File: src/rtl/ictr_pkg.sv
package ictr_pkg;
  // operation taken at an instruction boundary
  typedef enum logic [2:0] {
    OP_NONE = 3'd0,
    OP_TMR  = 3'd1,
    OP_DSP  = 3'd2,
    OP_UPL  = 3'd3,
    OP_GINC = 3'd4,
    OP_GDEC = 3'd5
  } op_e;

  // interrupt cause codes, lower code wins
  localparam int NIRQ    = 5;
  localparam int VEC_W   = 3;
  localparam int IRQ_ERR = 0;
  localparam int IRQ_TMR = 1;
  localparam int IRQ_DSP = 2;
  localparam int IRQ_UPL = 3;
  localparam int IRQ_KEY = 4;

  // counter request queue indexes
  localparam int NQ     = 4;
  localparam int Q_TMR  = 0;
  localparam int Q_DSP  = 1;
  localparam int Q_GINC = 2;
  localparam int Q_GDEC = 3;
endpackage

File: src/rtl/ictr_req_queue.sv
module ictr_req_queue
  import ictr_pkg::*;
#(
  parameter int PEND_W = 3,
  parameter int UQ_D   = 4
) (
  input  logic          clk,
  input  logic          rst_n,
  input  logic [NQ-1:0] ev_req,
  input  logic          up_req,
  input  logic          up_bit,
  input  logic          ib_stb,
  output op_e           op,
  output logic          op_bit
);
  localparam logic [PEND_W-1:0] PMAX = '1;
  localparam int                UN_W = $clog2(UQ_D + 1);
  localparam logic [UN_W-1:0]   UFULL = UN_W'(UQ_D);

  logic [PEND_W-1:0] pend_q [NQ];
  logic [PEND_W-1:0] pend_d [NQ];
  logic [NQ-1:0]     has, pop, pend_en;
  logic              up_pop, up_has, uq_en;
  logic [UQ_D-1:0]   uq_q, uq_d;
  logic [UN_W-1:0]   un_q, un_d;

  assign up_has = (un_q != '0);
  assign op_bit = uq_q[0];

  // one slot per boundary, fixed order
  always_comb begin
    op     = OP_NONE;
    pop    = '0;
    up_pop = 1'b0;
    if (ib_stb) begin
      if (has[Q_TMR]) begin
        op = OP_TMR; pop[Q_TMR] = 1'b1;
      end else if (has[Q_DSP]) begin
        op = OP_DSP; pop[Q_DSP] = 1'b1;
      end else if (up_has) begin
        op = OP_UPL; up_pop = 1'b1;
      end else if (has[Q_GINC]) begin
        op = OP_GINC; pop[Q_GINC] = 1'b1;
      end else if (has[Q_GDEC]) begin
        op = OP_GDEC; pop[Q_GDEC] = 1'b1;
      end
    end
  end

  for (genvar i = 0; i < NQ; i++) begin : g_pend
    logic push;
    assign has[i]  = (pend_q[i] != '0);
    assign push    = ev_req[i] && ((pend_q[i] != PMAX) || pop[i]);
    assign pend_en[i] = push || pop[i];

    always_comb begin
      pend_d[i] = pend_q[i];
      if (push && !pop[i])      pend_d[i] = pend_q[i] + 1'b1;
      else if (!push && pop[i]) pend_d[i] = pend_q[i] - 1'b1;
    end

    always_ff @(posedge clk or negedge rst_n) begin
      if (!rst_n)          pend_q[i] <= '0;
      else if (pend_en[i]) pend_q[i] <= pend_d[i];
    end

    // a waiting request count only moves on a push or a pop
    p_pend_hold_r4: assert property (@(posedge clk) disable iff (!rst_n)
      (!ev_req[i] && !pop[i]) |=> $stable(pend_q[i]));
  end

  // uplink bit queue, oldest bit in position 0
  always_comb begin
    uq_d = uq_q;
    un_d = un_q;
    if (up_pop) begin
      uq_d = uq_q >> 1;
      un_d = un_q - 1'b1;
    end
    if (up_req && ((un_q != UFULL) || up_pop)) begin
      for (int k = 0; k < UQ_D; k++)
        if (un_d == UN_W'(k)) uq_d[k] = up_bit;
      un_d = un_d + 1'b1;
    end
  end
  assign uq_en = up_req || up_pop;

  always_ff @(posedge clk or negedge rst_n) begin
    if (!rst_n) begin
      uq_q <= '0;
      un_q <= '0;
    end else if (uq_en) begin
      uq_q <= uq_d;
      un_q <= un_d;
    end
  end

  // queued uplink bits stay put without a push or a shift
  p_upq_hold_r7: assert property (@(posedge clk) disable iff (!rst_n)
    (!up_req && !up_pop) |=> $stable(un_q));
  // nothing is served off a boundary
  p_no_slot_r3: assert property (@(posedge clk) disable iff (!rst_n)
    (!ib_stb) |=> $stable(un_q) || $past(up_req));
endmodule

File: src/rtl/ictr_bank.sv
module ictr_bank
  import ictr_pkg::*;
#(
  parameter int CNT_W = 15,
  parameter int UPW   = 16
) (
  input  logic           clk,
  input  logic           rst_n,
  input  op_e            op,
  input  logic           op_bit,
  input  logic [1:0]     rd_sel,
  output logic [UPW-1:0] rd_data,
  output logic           tmr_ovf,
  output logic           dsp_ovf,
  output logic           upl_done
);
  localparam logic [CNT_W-1:0] CMAX = '1;
  localparam int               BC_W = $clog2(UPW);
  localparam logic [BC_W-1:0]  BLAST = BC_W'(UPW - 1);

  logic [CNT_W-1:0] tmr_q, tmr_d, dsp_q, dsp_d, gen_q, gen_d;
  logic [UPW-1:0]   upw_q, upw_d;
  logic [BC_W-1:0]  ubc_q, ubc_d;
  logic             tmr_en, dsp_en, gen_en, upl_en;

  assign tmr_en = (op == OP_TMR);
  assign dsp_en = (op == OP_DSP);
  assign gen_en = (op == OP_GINC) || (op == OP_GDEC);
  assign upl_en = (op == OP_UPL);

  assign tmr_ovf  = tmr_en && (tmr_q == CMAX);
  assign dsp_ovf  = dsp_en && (dsp_q == CMAX);
  assign upl_done = upl_en && (ubc_q == BLAST);

  always_comb begin
    tmr_d = tmr_q + 1'b1;
    dsp_d = dsp_q + 1'b1;
    gen_d = (op == OP_GDEC) ? gen_q - 1'b1 : gen_q + 1'b1;
    upw_d = {upw_q[UPW-2:0], op_bit};
    ubc_d = (ubc_q == BLAST) ? '0 : ubc_q + 1'b1;
  end

  always_ff @(posedge clk or negedge rst_n) begin
    if (!rst_n) begin
      tmr_q <= '0;
      dsp_q <= '0;
      gen_q <= '0;
      upw_q <= '0;
      ubc_q <= '0;
    end else begin
      if (tmr_en) tmr_q <= tmr_d;
      if (dsp_en) dsp_q <= dsp_d;
      if (gen_en) gen_q <= gen_d;
      if (upl_en) begin
        upw_q <= upw_d;
        ubc_q <= ubc_d;
      end
    end
  end

  always_comb begin
    case (rd_sel)
      2'd0:    rd_data = UPW'(tmr_q);
      2'd1:    rd_data = UPW'(dsp_q);
      2'd2:    rd_data = UPW'(gen_q);
      default: rd_data = upw_q;
    endcase
  end

  // counters hold when no slot is used
  p_idle_hold_r2: assert property (@(posedge clk) disable iff (!rst_n)
    (op == OP_NONE) |=> $stable({tmr_q, dsp_q, gen_q, upw_q}));
  // timer wraps to zero from all ones
  p_tmr_wrap_r6: assert property (@(posedge clk) disable iff (!rst_n)
    (op == OP_TMR && tmr_q == CMAX) |=> (tmr_q == '0));
  // a decrement lowers the general counter by one
  p_gen_dec_r5: assert property (@(posedge clk) disable iff (!rst_n)
    (op == OP_GDEC) |=> (gen_q == $past(gen_q) - 1'b1));
endmodule

File: src/rtl/ictr_irq_arb.sv
module ictr_irq_arb
  import ictr_pkg::*;
(
  input  logic             clk,
  input  logic             rst_n,
  input  logic             tmr_ovf,
  input  logic             dsp_ovf,
  input  logic             upl_done,
  input  logic             err_evt,
  input  logic             key_evt,
  input  logic             inh,
  input  logic             rel,
  input  logic             ack,
  input  logic             resume,
  output logic             irq_valid,
  output logic [VEC_W-1:0] irq_vec
);
  logic [NIRQ-1:0] ip_q, ip_d, set, clr;
  logic            ien_q, ien_d, ien_en;
  logic            svc_q, svc_d, svc_en;
  logic            take;

  always_comb begin
    set          = '0;
    set[IRQ_ERR] = err_evt;
    set[IRQ_TMR] = tmr_ovf;
    set[IRQ_DSP] = dsp_ovf;
    set[IRQ_UPL] = upl_done;
    set[IRQ_KEY] = key_evt;
  end

  // lowest code wins
  always_comb begin
    irq_vec = '0;
    for (int k = NIRQ - 1; k >= 0; k--)
      if (ip_q[k]) irq_vec = VEC_W'(k);
  end

  assign irq_valid = (ip_q != '0) && ien_q && !svc_q;
  assign take      = irq_valid && ack;

  always_comb begin
    clr = '0;
    if (take) clr[irq_vec] = 1'b1;
    ip_d = (ip_q & ~clr) | set;
  end

  assign ien_en = inh || rel;
  assign ien_d  = !inh;
  assign svc_en = take || resume;
  assign svc_d  = take;

  always_ff @(posedge clk or negedge rst_n) begin
    if (!rst_n) begin
      ip_q  <= '0;
      ien_q <= 1'b1;
      svc_q <= 1'b0;
    end else begin
      ip_q <= ip_d;
      if (ien_en) ien_q <= ien_d;
      if (svc_en) svc_q <= svc_d;
    end
  end

  // an accepted vector enters service and is withdrawn
  p_ack_svc_r11: assert property (@(posedge clk) disable iff (!rst_n)
    (irq_valid && ack) |=> (svc_q && !irq_valid));
  // resume without a new acceptance ends service
  p_resume_r11: assert property (@(posedge clk) disable iff (!rst_n)
    (resume && !(irq_valid && ack)) |=> !svc_q);
  // inhibit blocks delivery from the next cycle
  p_inhibit_r10: assert property (@(posedge clk) disable iff (!rst_n)
    inh |=> !irq_valid);
  // a timer wrap leaves its cause pending
  p_ovf_pend_r6: assert property (@(posedge clk) disable iff (!rst_n)
    tmr_ovf |=> ip_q[IRQ_TMR]);
endmodule

File: src/rtl/ictr_irq_unit.sv
module ictr_irq_unit
  import ictr_pkg::*;
#(
  parameter int CNT_W  = 15,
  parameter int UPW    = 16,
  parameter int PEND_W = 3,
  parameter int UQ_D   = 4
) (
  input  logic             clk,
  input  logic             rst_n,
  input  logic             tick_req,
  input  logic             disp_req,
  input  logic             gen_up_req,
  input  logic             gen_dn_req,
  input  logic             upl_req,
  input  logic             upl_bit,
  input  logic             ib_stb,
  input  logic             err_evt,
  input  logic             key_evt,
  input  logic             irq_inhibit,
  input  logic             irq_release,
  input  logic             irq_ack,
  input  logic             irq_resume,
  input  logic [1:0]       rd_sel,
  output logic [UPW-1:0]   rd_data,
  output logic             irq_valid,
  output logic [VEC_W-1:0] irq_vec
);
  logic [1:0]    rs_q;
  logic          srst_n;
  logic [NQ-1:0] ev_req;
  op_e           op;
  logic          op_bit, tmr_ovf, dsp_ovf, upl_done;

  // asynchronous assertion, synchronous release
  always_ff @(posedge clk or negedge rst_n) begin
    if (!rst_n) rs_q <= '0;
    else        rs_q <= {rs_q[0], 1'b1};
  end
  assign srst_n = rs_q[1];

  always_comb begin
    ev_req         = '0;
    ev_req[Q_TMR]  = tick_req;
    ev_req[Q_DSP]  = disp_req;
    ev_req[Q_GINC] = gen_up_req;
    ev_req[Q_GDEC] = gen_dn_req;
  end

  ictr_req_queue #(.PEND_W(PEND_W), .UQ_D(UQ_D)) u_queue (
    .clk    (clk),
    .rst_n  (srst_n),
    .ev_req (ev_req),
    .up_req (upl_req),
    .up_bit (upl_bit),
    .ib_stb (ib_stb),
    .op     (op),
    .op_bit (op_bit)
  );

  ictr_bank #(.CNT_W(CNT_W), .UPW(UPW)) u_bank (
    .clk      (clk),
    .rst_n    (srst_n),
    .op       (op),
    .op_bit   (op_bit),
    .rd_sel   (rd_sel),
    .rd_data  (rd_data),
    .tmr_ovf  (tmr_ovf),
    .dsp_ovf  (dsp_ovf),
    .upl_done (upl_done)
  );

  ictr_irq_arb u_arb (
    .clk       (clk),
    .rst_n     (srst_n),
    .tmr_ovf   (tmr_ovf),
    .dsp_ovf   (dsp_ovf),
    .upl_done  (upl_done),
    .err_evt   (err_evt),
    .key_evt   (key_evt),
    .inh       (irq_inhibit),
    .rel       (irq_release),
    .ack       (irq_ack),
    .resume    (irq_resume),
    .irq_valid (irq_valid),
    .irq_vec   (irq_vec)
  );

  // nothing is offered while the unit is held in reset
  p_reset_quiet_r1: assert property (@(posedge clk)
    !srst_n |-> !irq_valid);
endmodule

File: config.mk
export PLATFORM = sky130hd
export DESIGN_NAME = ictr_irq_unit
export DESIGN_NICKNAME = d
export VERILOG_FILES = /design/src/rtl/ictr_pkg.sv /design/src/rtl/ictr_req_queue.sv /design/src/rtl/ictr_bank.sv /design/src/rtl/ictr_irq_arb.sv /design/src/rtl/ictr_irq_unit.sv
export SDC_FILE = /design/constraint.sdc
export NUM_CORES = 1
export LEC_CHECK = 0
export ABC_CLOCK_PERIOD_IN_PS = 5900
export BUFFER_PORTS_ARGS = -buffer_cell sky130_fd_sc_hd__buf_2
export CAP_MARGIN = 20
export CORE_ASPECT_RATIO = 0.75
export CORE_MARGIN = 2
export CORE_UTILIZATION = 30
export DETAILED_ROUTE_END_ITERATION = 10
export GPL_TIMING_DRIVEN = 1
export HOLD_SLACK_MARGIN = 0.03
export PLACE_DENSITY_LB_ADDON = 0.12
export SLEW_MARGIN = 25
export SYNTH_ARGS = -nofsm -noshare
export SYNTH_HDL_FRONTEND = slang
export SYNTH_SLANG_ARGS = --single-unit
File: constraint.sdc
create_clock -name clk -period 5.9 [get_ports clk]
set_input_delay 0.885 -clock clk [delete_from_list [all_inputs] [get_ports clk]]
set_output_delay 0.885 -clock clk [all_outputs]
set_load 0.01 [all_outputs]
==> flow_summary_export.csv, run 1 <==
group,metric,value,unit
detailed_routing,first_iter_violations,172,
cts,cts_hold_buf,0,
sta,hold_viol,0,
logic_synthesis,ys.flop_type,"dfrtp_1",
cts,root_buffer,"clkbuf_16",
place,portBuffers,36,
setup_path,startpoint_type,"input port",
place,place_congestion,0.800,
finish,area_delta_synth_final,14.5,%
sta,finClkSkew,13.8,ps
detailed_routing,avgViaCountPerCell,4.83,
global_routing,grt_use_total,13.7,%
sta,relSlewSlack,36.7,%
cts,cts_num_sinks,93,
logic_synthesis,syn_area_per_cell,10.4,um2
setup_path,cp-end-kind,"flip-flop",
detailed_routing,firstDrtPassIters,4,
logic_synthesis,synth_edf_count,0,
cts,insertion_delay,350,ps
logic_synthesis,synthCells,501,
power_and_ir_drop,leakage,0.00276,uW
finish,drive_gt1_share,16.2,%
logic_synthesis,syn-num-nets,550,
floorplan,die_x,156,um
cts,cts_setup_buffers,0,
finish,finalInstanceArea,0.00595,mm2
setup_path,r2r_start,"u_queue.pend_q[9]$_DFFE_PN0P_",
logic_synthesis,syn-cell-area,0.00520,mm2
sta,fin_ws,1960,ps
place,post_dp_cell_area,0.00562,mm2
flow_run,cap_violations,0,
cts,numCtsBuffers,9,
sta,fmax,254,MHz
setup_path,ff2ff_path_depth,11,
sta,fin_crit_sh,66.7,%
logic_synthesis,yosys_warnings,0,
detailed_routing,final_antenna_net_count,0,
logic_synthesis,ys_seq_area_share,44.8,%
global_routing,antenna_found_initial,0,
sta,setup_tns,0,ps
detailed_routing,wirelength,11.5,mm
logic_synthesis,synth.distinct_cells,52,
floorplan,ios,37,
sta,whs,258,ps
cts,clkTransAtPathRegs,70,ps
cts,cts_resized,0,
floorplan,fp.dieArea,0.0184,mm2
sta,fin_crit,3940,ps
cts,cts_tree,"done",
floorplan,die_h,118,um
power_and_ir_drop,p_total,2040,uW
setup_path,cp.required,6130,ps
place,dpl.hpwl,8.54,mm
setup_path,reg2reg_slack,2080,ps
detailed_routing,drc_errors,0,
sta,grt_setup_unrepaired,"no",
global_routing,grt_max_degree,65,
worst_hold_path,hp-class,"reg -> async",
power_and_ir_drop,ir_drop,186,uV
run_status,status,"finished, final reports clean",
floorplan,rows,41,
sta,slew_viol_final,0,
cts,clock_path_buffers,2,
detailed_routing,vias,3659,
finish,nNetsFinal,587,
setup_path,critPathMaxFanout,14,
floorplan,core-area,0.0169,mm2
sta,setup_viol,0,
setup_path,r2r-end,"u_bank.gen_q[14]$_DFFE_PN0P_",
place,dp_slack,1610,ps
floorplan,start_util,30.8,%
logic_synthesis,synthArstFlopShare,100,%
finish,diodes,0,
global_routing,overflow,0,
sta,tightest_slew,947,ps
detailed_routing,post_drt_wl_per_cell,15.2,um
power_and_ir_drop,power_density,343,mW/mm2
setup_path,worstSetupPathType,"in -> reg",
setup_path,critPathArrivalTime,4160,ps
finish,fill_cells,1687,
global_routing,grt_pass1_vias,3685,
logic_synthesis,ys_seq_elements,93,
global_routing,grt_pass1_wl,19.7,mm
cts,htree_levels,3,
[cells in the mapped netlist (2+ instances only)]
cell	n	share of area, %
nor2b_1	5	0.60
nand4_1	10	1.2
inv_1	20	1.4
a31oi_1	3	0.36
a32oi_1	3	0.51
fa_1	5	1.9
ha_1	27	6.5
xor2_1	23	3.9
nor3_1	8	0.77
xnor2_1	33	5.6
a41o_1	3	0.58
o21ai_0	25	2.4
o211ai_1	2	0.29
mux4_2	15	6.5
mux2_2	8	1.7
nand2_1	101	7.3
a211oi_1	5	0.72
o31ai_1	2	0.29
buf_4	2	0.29
a41oi_1	4	0.67
buf_2	3	0.29
a21o_1	5	0.72
nor2_1	26	1.9
o2111ai_1	2	0.34
a21oi_1	10	0.96
and3_1	9	1.1
nand3_1	11	1.1
or3_1	5	0.60
o21a_1	3	0.43
dfrtp_1	92	44
clkbuf_1	8	0.58
and2_1	2	0.24
nor4_1	2	0.24
[worst max-delay path, stage by stage]
cell      delay (ps)
buf_2            130
or4b_4           530
nor3_4           240
nand3_1          150
inv_1            380
ha_1             390
a211oi_2         270
o21ai_1          140
a41oi_1          400
o21ai_0          150
a311o_1          380
xnor2_1          120
[cells in the final DEF, fill, tap and decap left out, types with 4 or more instances in the layout]
cell,netlist,layout
a211oi_1,5,5
a21o_1,5,5
a21oi_1,10,10
a41oi_1,4,4
and3_1,9,9
buf_2,3,36
clkbuf_16,0,9
dfrtp_1,92,91
fa_1,5,5
ha_1,27,27
inv_1,20,20
mux2_2,8,8
mux4_2,15,15
nand2_1,101,101
nand3_1,11,11
nand4_1,10,10
nor2_1,26,26
nor2b_1,5,5
nor3_1,8,8
o21ai_0,25,25
or3_1,5,5
xnor2_1,33,33
xor2_1,23,23
[state kept, by name, indices dropped and copies added, names as in the netlist]
| signal | cells |
|---|---|
| rs_q | 2 |
| u_arb.ien_q | 1 |
| u_arb.ip_q | 5 |
| u_arb.svc_q | 1 |
| u_bank.dsp_q | 15 |
| u_bank.gen_q | 15 |
| u_bank.tmr_q | 15 |
| u_bank.ubc_q | 4 |
| u_bank.upw_q | 16 |
| u_queue.pend_q | 12 |
| u_queue.un_q | 3 |
| u_queue.uq_q | 4 |
[metal layers]
layer	share of wire (%)	wire length (um)	GRT usage, %
met1	51	5890	19.8
met2	45	5140	20.5
met3	3.0	343	2.91
met4	1.1	132	4.13
met5	0	0	0
[metrics by stage]
stage / util, % / std cells
after floorplan: - / 501
after global placement: 33.3 / 742
after detailed placement: 33.3 / 742
after CTS: 35.2 / 758
after global routing: 35.3 / 758
final: 35.3 / 758
[final cells by class]
class,instances,area (um2),share of cell area (%)
Clock buffer,10,239,4.01
Clock inverter,6,92.6,1.55
Inverter,20,75.1,1.26
Multi-Input combinational cell,375,2740,46.1
Sequential cell,93,2330,39.2
Tap cell,215,269,4.52
Timing Repair Buffer,39,203,3.40
[power breakdown]
group	internal (uW)	total, uW	switching, uW
clock	386	648	262
combinational	245	488	244
sequential	755	908	153
total	1390	2040	658
[kinds of logic (layout without fill, tap and decap cells)]
group | count (synthesis) | in the layout | share of synthesized area [%]
AO/OA/AOI/OAI | 77 | 77 | 9.96
multiplexers | 23 | 23 | 8.23
buffers and inverters | 33 | 75 | 2.60
adder cells (fa/ha/maj) | 32 | 32 | 8.42
other | 1 | 1 | 0.0721
AND/OR/NAND/NOR | 186 | 186 | 16.5
XOR/XNOR | 56 | 56 | 9.43
flip-flops | 93 | 93 | 44.8
[how the worst max path moves through the flow]
stage,startpoint,to,slack (ps),cells after the start
floorplan,ib_stb,u_bank.gen_q[14]$_DFFE_PN0P_,2150,11
global placement,ib_stb,u_bank.gen_q[14]$_DFFE_PN0P_,1660,12
detailed placement,ib_stb,u_bank.gen_q[14]$_DFFE_PN0P_,1610,12
CTS,ib_stb,u_bank.gen_q[14]$_DFFE_PN0P_,1970,12
global route,ib_stb,u_bank.gen_q[14]$_DFFE_PN0P_,1760,12
finish,ib_stb,u_bank.gen_q[14]$_DFFE_PN0P_,1960,12
Note: power is estimated with default switching activity, not from simulation.
==> inputs of run 2 (changes only) <==
ABC_AREA = 1   (was default)
ABC_CLOCK_PERIOD_IN_PS = 4100   (was 5900)
clock period = 4.1 ns   (was 5.9 ns; I/O delays follow)
==> run 2 against run 1 <==
Compared with the run above: cell count increased by 29%; combinational power increased by 99%; utilization decreased by 0.31 points; non-clock buffer count increased by 1; worst hold slack improved by 77 ps; via count increased by 22%; first-iteration DRC count increased by 92%; sequential share of layout area decreased by 2.9 points; largest power group unchanged.
==> flow_summary_export.csv, run 2 <==
group,metric,value,unit
logic_synthesis,synthArstFlopShare,100,%
power_and_ir_drop,clockPowerShare,29.9,%
cts,numCtsBuffers,9,
cts,cts_tree,"done",
sta,grt_setup_unrepaired,"no",
setup_path,cp.required,4330,ps
finish,nNetsFinal,778,
detailed_routing,wirelength,13.5,mm
sta,fmax,372,MHz
setup_path,worstSetupPathType,"reg -> reg",
sta,finClkSkew,6.71,ps
logic_synthesis,synth.distinct_cells,48,
cts,htree_levels,3,
sta,setup_viol,0,
detailed_routing,post_drt_wl_per_cell,13.8,um
global_routing,grt_max_degree,70,
setup_path,slowest_delay,360,ps
power_and_ir_drop,combinationalPowerShare,29.8,%
finish,drive_gt1_share,12.3,%
logic_synthesis,ys.flop_type,"dfrtp_1",
logic_synthesis,ys_seq_elements,93,
sta,slew_viol_final,0,
floorplan,core-area,0.0184,mm2
floorplan,rows,43,
setup_path,startpoint_type,"flip-flop",
flow_run,cap_violations,0,
setup_path,cp-end-kind,"flip-flop",
logic_synthesis,yosys-top-cells-area,"dfrtp_1 41%, nand2_1 12%, ha_1 6.0%",
logic_synthesis,ys_seq_area_share,41.5,%
sta,fin_crit,2690,ps
setup_path,cp_cell_sequence,"inv_1 -> ha_1 -> nand2_1 -> nor2_1 -> nand2_2 -> nor2_1 -> buf_4 -> ha_1 -> a21oi_1 -> nand2_1 -> nand2_1 -> nand2_1 -> nand2_1 -> nand3_1 -> nand2_1 -> nand2_1",
sta,tightest_slew,913,ps
power_and_ir_drop,p_seq_share,40.2,%
setup_path,critPathMaxFanout,16,
place,dpl.hpwl,10.2,mm
place,place_congestion,0.872,
finish,final_cell_mix,"184 x nand2_1, 91 x dfrtp_1, 84 x inv_1, 52 x nor2_1, 38 x o21ai_0",
finish,area_delta_synth_final,14.8,%
logic_synthesis,synth_top_area_share,41.1,%
worst_hold_path,hp-class,"reg -> async",
cts,insertion_delay,340,ps
place,post_dp_cell_area,0.00606,mm2
cts,cts_resized,0,
detailed_routing,avgViaCountPerCell,4.54,
detailed_routing,firstDrtPassIters,5,
global_routing,grt_pass1_wl,22.6,mm
detailed_routing,vias,4449,
global_routing,antenna_found_initial,0,
finish,largest_register_ffs,16,
logic_synthesis,synth.top_cells.by_count,"184 x nand2_1, 92 x dfrtp_1, 84 x inv_1, 52 x nor2_1, 38 x o21ai_0",
finish,layout_commonest_cell,"nand2_1",
cts,clkTransAtPathRegs,70,ps
logic_synthesis,synth_area_leader_cell,"dfrtp_1",
logic_synthesis,synth_most_common_cell,"nand2_1",
place,portBuffers,36,
floorplan,die_x,162,um
floorplan,fp.dieArea,0.0198,mm2
floorplan,start_util,30.5,%
finish,fill_cells,1931,
sta,fin_crit_sh,65.5,%
logic_synthesis,syn_area_per_cell,8.16,um2
finish,finalInstanceArea,0.00643,mm2
power_and_ir_drop,p_switching,1140,uW
setup_path,critPathArrivalTime,2920,ps
finish,diodes,0,
logic_synthesis,yosys_warnings,0,
logic_synthesis,synthCells,687,
cts,root_buffer,"clkbuf_16",
run_status,status,"finished, final reports clean",
detailed_routing,drc_errors,0,
power_and_ir_drop,power_density,505,mW/mm2
setup_path,crit_top_cell,"nand2_1",
cts,clock_path_buffers,2,
power_and_ir_drop,p_total,3250,uW
global_routing,grt_use_total,14.7,%
cts,cts_num_sinks,93,
finish,top_register,"u_bank.upw_q",
power_and_ir_drop,ir_drop,264,uV
logic_synthesis,syn-num-nets,736,
sta,setup_tns,0,ps
detailed_routing,final_antenna_net_count,0,
sta,hold_viol,0,
power_and_ir_drop,internal_power,2110,uW
floorplan,ios,37,
floorplan,die_h,122,um
global_routing,grt_pass1_vias,4315,
global_routing,overflow,0,
setup_path,critPathSlowestCell,"dfrtp_1",
logic_synthesis,syn-cell-area,0.00561,mm2
detailed_routing,first_iter_violations,330,
power_and_ir_drop,swShare,35.2,%
logic_synthesis,synth_edf_count,0,
power_and_ir_drop,leakage,0.00326,uW
sta,relSlewSlack,38.9,%
==> run 2: critical path: cells and delay by family, from the launching register on <==
family          cells  cell delay [ps]
buf+inv             2              370
flops               1              360
simple gates       11             1040
fa+ha+maj           2              510
compound gates      1              280
==> run 2: worst paths after layout <==
path                                        startpoint                            to  slack, ps  depth (start not counted)
max in group asynchronous            rs_q[1]$_DFF_PN0_   u_bank.dsp_q[9]$_DFFE_PN0P_       2810                          2
min                                  rs_q[1]$_DFF_PN0_   u_bank.upw_q[8]$_DFFE_PN0P_        340                          0
min reg2reg                          rs_q[1]$_DFF_PN0_   u_bank.upw_q[8]$_DFFE_PN0P_        340                          0
min in group clk                     rs_q[0]$_DFF_PN0_             rs_q[1]$_DFF_PN0_        360                          0
max                        u_queue.un_q[0]$_DFFE_PN0P_  u_bank.gen_q[14]$_DFFE_PN0P_       1410                         16
max reg2reg                u_queue.un_q[0]$_DFFE_PN0P_  u_bank.gen_q[14]$_DFFE_PN0P_       1410                         16
==> run 2: through the flow <==
stage | hold slack, ps | utilization, % | cells | setup WS [ps]
after CTS | 361 | 34.9 | 980 | 1410
after global placement | 338 | 33.0 | 963 | 1380
after floorplan | 319 | - | 687 | 1320
after detailed placement | 343 | 33.0 | 963 | 1340
after global routing | 370 | 35.0 | 981 | 1080
final | 335 | 35.0 | 981 | 1410
==> run 2: final cells by class <==
class,instances,area (um2),share of cell area [%]
tap,247,309,4.80
clock buffer,12,246,3.83
timing repair buffer,40,225,3.50
inverter,93,350,5.44
clock inverter,4,95.1,1.48
sequential,93,2330,36.2
multi-input combinational,492,2880,44.7
==> run 2: kinds of logic after synthesis <==
| kind of cell | synth area share, % |
|---|---|
| and+or+nand+nor | 25.5 |
| xor gates and xnor gates | 6.87 |
| adders and majority gates | 7.81 |
| AOI/OAI and AO/OA | 10.8 |
| buffers and inverters | 7.16 |
| other | 0.0669 |
| muxes | 0.201 |
| DFF | 41.5 |
==> run 2: power by group through the flow <==
stage / clock [uW] / combinational (uW) / sequential (uW)
after global routing: 1040 / 1110 / 1350
after floorplan: 0 / 741 / 1290
final: 974 / 971 / 1310
after detailed placement: 0 / 954 / 1330
after CTS: 1010 / 965 / 1310
after global placement: 0 / 937 / 1330
==> run 2: metal layers <==
| metal | share of wire [%] | vias up | global-route usage [%] |
|---|---|---|---|
| li1 | - | 2288 | - |
| met1 | 54 | 2071 | 22.0 |
| met2 | 41 | 83 | 21.5 |
| met3 | 4.7 | 7 | 3.41 |
| met4 | 0.66 | 0 | 2.99 |
| met5 | 0 | - | 0 |
==> run 2: what timing repair did <==
item / in CTS / in global routing
endpoints found under the hold margin: 2 / 0
hold buffers: 1 / 0
endpoints found under the setup margin: 0 / 0
buffers inserted: 0 / 0
